File: config.mk
export PLATFORM = sky130hd
export DESIGN_NAME = i2c_wr_target
export DESIGN_NICKNAME = d
export VERILOG_FILES = /design/src/rtl/i2c_wr_pkg.sv /design/src/rtl/i2c_line_sync.sv /design/src/rtl/i2c_bus_events.sv /design/src/rtl/i2c_rx_shift.sv /design/src/rtl/i2c_wr_target.sv
export SDC_FILE = /design/constraint.sdc
export NUM_CORES = 1
export LEC_CHECK = 0
export CAP_MARGIN = 30
export CORE_MARGIN = 2
export CORE_UTILIZATION = 56
export CTS_CLUSTER_SIZE = 14
export DETAILED_ROUTE_END_ITERATION = 7
export DONT_BUFFER_PORTS = 1
export PLACE_DENSITY = 0.71
export RECOVER_POWER = 25
export SYNTH_ARGS = -nofsm -noshare
export SYNTH_HDL_FRONTEND = slang
export SYNTH_SLANG_ARGS = --single-unit
File: constraint.sdc
create_clock -name clk -period 3.6 [get_ports clk]
set_input_delay 0.36 -clock clk [delete_from_list [all_inputs] [get_ports clk]]
set_output_delay 0.36 -clock clk [all_outputs]
set_load 0.01 [all_outputs]
File: src/rtl/i2c_wr_pkg.sv
package i2c_wr_pkg;
    localparam int BYTE_W = 8;
    localparam int CNT_W  = $clog2(BYTE_W + 1);

    typedef enum logic [2:0] {
        ST_IDLE,
        ST_ADDR,
        ST_DATA,
        ST_ACK_LO,
        ST_ACK_HI,
        ST_SKIP
    } rx_state_t;
endpackage

File: src/rtl/i2c_line_sync.sv
module i2c_line_sync #(
    parameter int   STAGES  = 2,
    parameter logic RST_VAL = 1'b1
) (
    input  logic clk,
    input  logic rst_n,
    input  logic din,
    output logic dout
);
    logic [STAGES-1:0] chain;

    generate
        if (STAGES == 1) begin : g_single
            always_ff @(posedge clk or negedge rst_n) begin
                if (!rst_n) chain <= RST_VAL;
                else        chain <= din;
            end
        end else begin : g_multi
            always_ff @(posedge clk or negedge rst_n) begin
                if (!rst_n) chain <= {STAGES{RST_VAL}};
                else        chain <= {chain[STAGES-2:0], din};
            end
        end
    endgenerate

    assign dout = chain[STAGES-1];
endmodule

File: src/rtl/i2c_bus_events.sv
module i2c_bus_events (
    input  logic clk,
    input  logic rst_n,
    input  logic scl_s,
    input  logic sda_s,
    output logic scl_rise,
    output logic scl_fall,
    output logic ev_start,
    output logic ev_stop
);
    logic scl_q;
    logic sda_q;

    always_ff @(posedge clk or negedge rst_n) begin
        if (!rst_n) begin
            scl_q <= 1'b1;
            sda_q <= 1'b1;
        end else begin
            scl_q <= scl_s;
            sda_q <= sda_s;
        end
    end

    // conditions need SCL high on both samples so an SCL edge is never mistaken
    assign scl_rise = scl_s & ~scl_q;
    assign scl_fall = ~scl_s & scl_q;
    assign ev_start = scl_s & scl_q & sda_q & ~sda_s;
    assign ev_stop  = scl_s & scl_q & ~sda_q & sda_s;
endmodule

File: src/rtl/i2c_rx_shift.sv
module i2c_rx_shift
    import i2c_wr_pkg::*;
(
    input  logic              clk,
    input  logic              rst_n,
    input  logic              clear,
    input  logic              shift_en,
    input  logic              bit_in,
    output logic [BYTE_W-1:0] byte_o,
    output logic              full_o
);
    logic [CNT_W-1:0]  cnt;
    logic [BYTE_W-1:0] sreg;

    always_ff @(posedge clk or negedge rst_n) begin
        if (!rst_n) begin
            cnt  <= '0;
            sreg <= '0;
        end else if (clear) begin
            cnt  <= '0;
        end else if (shift_en) begin
            sreg <= {sreg[BYTE_W-2:0], bit_in};
            cnt  <= cnt + 1'b1;
        end
    end

    assign byte_o = sreg;
    assign full_o = (cnt == CNT_W'(BYTE_W));


    shift_bound_chk: assert property (@(posedge clk) disable iff (!rst_n)
        shift_en |-> (cnt < CNT_W'(BYTE_W)));

    clear_empty_chk: assert property (@(posedge clk) disable iff (!rst_n)
        clear |=> !full_o);
endmodule

File: src/rtl/i2c_wr_target.sv
module i2c_wr_target
    import i2c_wr_pkg::*;
#(
    parameter logic [6:0] DEV_ADDR    = 7'h4A,
    parameter int         SYNC_STAGES = 2
) (
    input  logic              clk,
    input  logic              rst_n,
    input  logic              scl_i,
    input  logic              sda_i,
    output logic              sda_pull_o,
    output logic              busy_o,
    output logic [BYTE_W-1:0] rx_data_o,
    output logic              rx_valid_o
);
    localparam int NLINES = 2;

    logic [NLINES-1:0] line_raw;
    logic [NLINES-1:0] line_s;
    logic scl_s, sda_s;
    logic scl_rise, scl_fall, ev_start, ev_stop;
    logic [BYTE_W-1:0] byte_q;
    logic full;
    logic addr_ok;
    logic sh_clear, sh_en;
    rx_state_t st, nxt;

    assign line_raw = {sda_i, scl_i};

    generate
        for (genvar gi = 0; gi < NLINES; gi++) begin : g_sync
            i2c_line_sync #(.STAGES(SYNC_STAGES), .RST_VAL(1'b1)) u_sync (
                .clk (clk),
                .rst_n (rst_n),
                .din (line_raw[gi]),
                .dout (line_s[gi])
            );
        end
    endgenerate

    assign scl_s = line_s[0];
    assign sda_s = line_s[1];

    i2c_bus_events u_events (
        .clk      (clk),
        .rst_n    (rst_n),
        .scl_s    (scl_s),
        .sda_s    (sda_s),
        .scl_rise (scl_rise),
        .scl_fall (scl_fall),
        .ev_start (ev_start),
        .ev_stop  (ev_stop)
    );

    assign sh_clear = ev_start || (st == ST_IDLE) || (st == ST_ACK_HI && scl_fall);
    assign sh_en    = scl_rise && !full && (st == ST_ADDR || st == ST_DATA);

    i2c_rx_shift u_shift (
        .clk      (clk),
        .rst_n    (rst_n),
        .clear    (sh_clear),
        .shift_en (sh_en),
        .bit_in   (sda_s),
        .byte_o   (byte_q),
        .full_o   (full)
    );

    assign addr_ok = (byte_q[BYTE_W-1:1] == DEV_ADDR) && !byte_q[0];

    // state register
    always_ff @(posedge clk or negedge rst_n) begin
        if (!rst_n) st <= ST_IDLE;
        else        st <= nxt;
    end

    // next state
    always_comb begin
        nxt = st;
        if (ev_start) begin
            nxt = ST_ADDR;
        end else if (ev_stop) begin
            nxt = ST_IDLE;
        end else begin
            unique case (st)
                ST_IDLE:   nxt = ST_IDLE;
                ST_ADDR:   if (scl_fall && full) nxt = addr_ok ? ST_ACK_LO : ST_SKIP;
                ST_DATA:   if (scl_fall && full) nxt = ST_ACK_LO;
                ST_ACK_LO: if (scl_rise) nxt = ST_ACK_HI;
                ST_ACK_HI: if (scl_fall) nxt = ST_DATA;
                ST_SKIP:   nxt = ST_SKIP;
                default:   nxt = ST_IDLE;
            endcase
        end
    end

    // registered outputs
    always_ff @(posedge clk or negedge rst_n) begin
        if (!rst_n) begin
            sda_pull_o <= 1'b0;
            busy_o     <= 1'b0;
            rx_valid_o <= 1'b0;
            rx_data_o  <= '0;
        end else begin
            sda_pull_o <= (nxt == ST_ACK_LO) || (nxt == ST_ACK_HI);
            rx_valid_o <= (st == ST_DATA) && (nxt == ST_ACK_LO);
            if ((st == ST_DATA) && (nxt == ST_ACK_LO)) rx_data_o <= byte_q;
            if (ev_start)              busy_o <= 1'b1;
            else if (ev_stop)          busy_o <= 1'b0;
            else if (nxt == ST_SKIP)   busy_o <= 1'b0;
        end
    end


    stop_release_chk: assert property (@(posedge clk) disable iff (!rst_n)
        ev_stop |=> (!busy_o && !sda_pull_o));

    restart_chk: assert property (@(posedge clk) disable iff (!rst_n)
        ev_start |=> (busy_o && !sda_pull_o && !rx_valid_o));

    quiet_pull_chk: assert property (@(posedge clk) disable iff (!rst_n)
        !busy_o |-> !sda_pull_o);

    strobe_pulse_chk: assert property (@(posedge clk) disable iff (!rst_n)
        rx_valid_o |=> !rx_valid_o);

    strobe_ack_chk: assert property (@(posedge clk) disable iff (!rst_n)
        rx_valid_o |-> sda_pull_o);

    pull_start_chk: assert property (@(posedge clk) disable iff (!rst_n)
        $rose(sda_pull_o) |-> !scl_s);
endmodule

==> results by group <==
Worst setup path
  • CP required: 3840 ps
  • CP endpoint kind: flop
  • Worst Path Arrival: 2330 ps
  • WS Path Type: flop to flop
  • Worst-path fanout max: 11
  • Startpoint Class: flop

Placement
  • DPL Wire Length: 1.53 mm
  • Gpl congestion: 0.749
  • DP Area: 1460 sq um
  • Input/output buffers: 0

Global routing
  • Grt total ovfl: 0
  • Antenna violations before repair: 0
  • Gr usage total: 17.6%
  • Largest net degree at the start of global routing: 33
  • Vias in the first global route: 831
  • First-pass GRT wire length: 3.62 mm

Outcome
  • Failing checks: capacitance limit, slew limit
  • Status: finished with violations

Yosys
  • Flops & latches, synth: 32
  • Syn nets: 113
  • Sequential area share after synthesis: 56.1%
  • Cell area after synthesis: 1440 sq um
  • Post-synthesis cell type count: 39
  • Post-synthesis cell count: 107
  • Ys Warns: 0
  • Syn_area_per_cell: 13.5 sq um

Clocking
  • TritonCTS buffer count: 5
  • TritonCTS clock tree: done
  • Clk Latency, worst-skew pair: 320 ps
  • Root buf cell: clkbuf_4
  • Clock Path Buffers: 2
  • Post-CTS Resized: 0
  • Worst-path clk slew: 100 ps
  • H-tree depth reported by CTS: 2
  • CTS Sinks: 32

Final layout
  • Share of post-route cells with drive strength above 1: 33.3%
  • Final Util: 63.3%
  • Commonest cells after routing, fill and taps aside: 26 x dfrtp_1, 17 x mux2_2, 6 x nor2_1
  • Area grow syn2layout: 7.73%
  • Most common cell after layout, fill and taps aside: dfrtp_1
  • Fin area: 1550 sq um
  • # diodes: 0
  • Fill cell count: 190
  • Nets: 122

Route
  • Drt pass-1 iters: 3
  • Drt wl/cell: 15.0 um
  • Post-route DRC violation count: 0
  • Vias: 822
  • Final Routed Wirelength: 2.20 mm
  • Final ANT Viol Nets: 0
  • 1st-iter DRT viols: 10
  • Vias/cell: 5.59

Floorplanning
  • Boundary pin count: 15
  • Die Height: 54.7 um
  • Die ar.: 3000 sq um
  • Die Wd: 54.7 um
  • Row cnt: 18
  • Core ar.: 2450 sq um
  • Initial Util: 58.7%

Min path
  • Worst hold path type: flop to flop

Timing
  • RSZ-0062 raised after global routing: false
  • Measured slew at the worst slew-check pin: 1620 ps
  • Final hold vios: 0
  • Max_slew headroom: -8.12%
  • Setup_tns: 0 ps
  • Final setup vio count: 0
  • Pins over their slew limit: 33
  • Hold_ws: 360 ps
  • Setup Skew: 8.89 ps
  • Period utilization: 58.0%
  • Min Tclk post-route: 2090 ps
  • Fmax: 479 MHz

Pwr
  • Final Total Pwr: 621 uW
  • VDD IR max: 293 uV
  • Pwr per Cell Area: 400 nW/um^2
  • Leak Pwr: 0.702 nW

Run
  • Number of max-cap violations: 1
-- through the flow --
step	setup slack [ps]	instances
after floorplan	1980	107
after global placement	1600	135
after detailed placement	1540	135
after CTS	1510	145
after global routing	1280	147
final	1510	147
-- power breakdown --
| part | internal [mW] | leakage, nW | switching, mW |
|---|---|---|---|
| combinational | 0.0132 | 0.248 | 0.0147 |
| sequential | 0.373 | 0.422 | 0.0115 |
| clock | 0.0956 | 0.0315 | 0.113 |
-- cell usage after synthesis --
master	instances	area [sq um]
nand2_1	5	18.8
a21bo_2	1	10.0
or2_1	1	6.26
inv_1	3	11.3
a2bb2o_4	1	20.0
a21oi_1	2	10.0
nand2b_1	4	25.0
nand2b_4	1	13.8
o21ai_2	1	8.76
nand4_1	1	6.26
o2bb2ai_1	1	8.76
nand3_1	2	10.0
nor2b_1	2	12.5
and4b_2	1	11.3
and2b_2	1	8.76
ha_1	2	25.0
xor2_1	3	26.3
o21ai_0	1	5.00
dfstp_2	6	158
and2b_1	1	7.51
o2111a_1	1	11.3
buf_6	2	22.5
o21ba_2	1	10.0
nand3b_1	1	7.51
o21bai_1	1	7.51
a31oi_1	1	6.26
a22o_1	1	8.76
nor4_4	1	21.3
and4b_1	2	20.0
nor4_1	1	6.26
a21oi_2	1	8.76
nand4b_1	1	8.76
or2b_1	1	7.51
dfrtp_1	26	651
mux2_2	17	191
nor4bb_1	1	10.0
o31ai_2	1	12.5
nor2_1	6	22.5
o21ai_1	1	5.00
-- area by class of cell --
type,instances,area (sq um),area share [%]
Sequential cell,32,808,52.1
Multi-Input combinational cell,70,599,38.6
Clock buffer,7,55.1,3.55
Tap cell,30,37.5,2.42
Timing Repair Buffer,4,33.8,2.18
Inverter,3,11.3,0.725
Clock inverter,1,7.51,0.483
-- final timing paths --
path                                            from                   endpoint  slack (ps)  cells after the start
setup / recovery                      u_shift.cnt[0]                 sda_pull_o        1510                      7
hold / removal             g_sync[0].u_sync.chain[0]  g_sync[0].u_sync.chain[1]         360                      0
setup reg to reg                      u_shift.cnt[0]                 sda_pull_o        1510                      7
hold reg to reg            g_sync[0].u_sync.chain[0]  g_sync[0].u_sync.chain[1]         360                      0
max in group asynchronous                      rst_n                      st[2]        1680                      2
min in group asynchronous                      rst_n          u_shift.byte_o[7]         980                      2
-- per-layer routing --
layer / GRT usage (%) / routed length [um] / up-vias
met5: 0 / 0 / -
met1: 22.1 / 1020 / 409
met2: 27.0 / 1100 / 11
met3: 6.56 / 69 / 2
li1: - / - / 400
met4: 7.50 / 14 / 0
-- flip-flops by register name, summed over array words and instances, names as in the netlist --
name	flops
u_shift.byte_o	8
st	3
u_events.sda_q	1
u_events.scl_q	1
sda_pull_o	1
rx_valid_o	1
rx_data_o	8
busy_o	1
g_sync.u_sync.chain	4
u_shift.cnt	4
-- critical path, stage by stage (launching register included) --
cell	delay [ps]
dfrtp_1	420
inv_1	70
ha_1	140
nand3b_1	150
nor4_4	650
o21ai_2	180
a2bb2o_4	250
a31oi_1	150
-- cell families (layout without fill, tap and decap cells) --
logic type	count (synthesis)	count (layout)	share of synthesized area (%)
and+or+nand+nor	33	33	15.5
xor gates and xnor gates	3	3	1.82
muxes	17	17	13.3
adders and majority gates	2	2	1.74
buffers and inverters	5	15	2.34
DFF	32	32	56.1
AOI/OAI and AO/OA	15	15	9.20
-- what timing repair did --
| item | 4_1_cts | 5_1_grt |
|---|---|---|
| hold buffers | 2 | 2 |
| hold endpoints to repair | 32 | 2 |
| buffers inserted | 0 | 0 |
No activity file was read; power rests on OpenSTA's default activity.
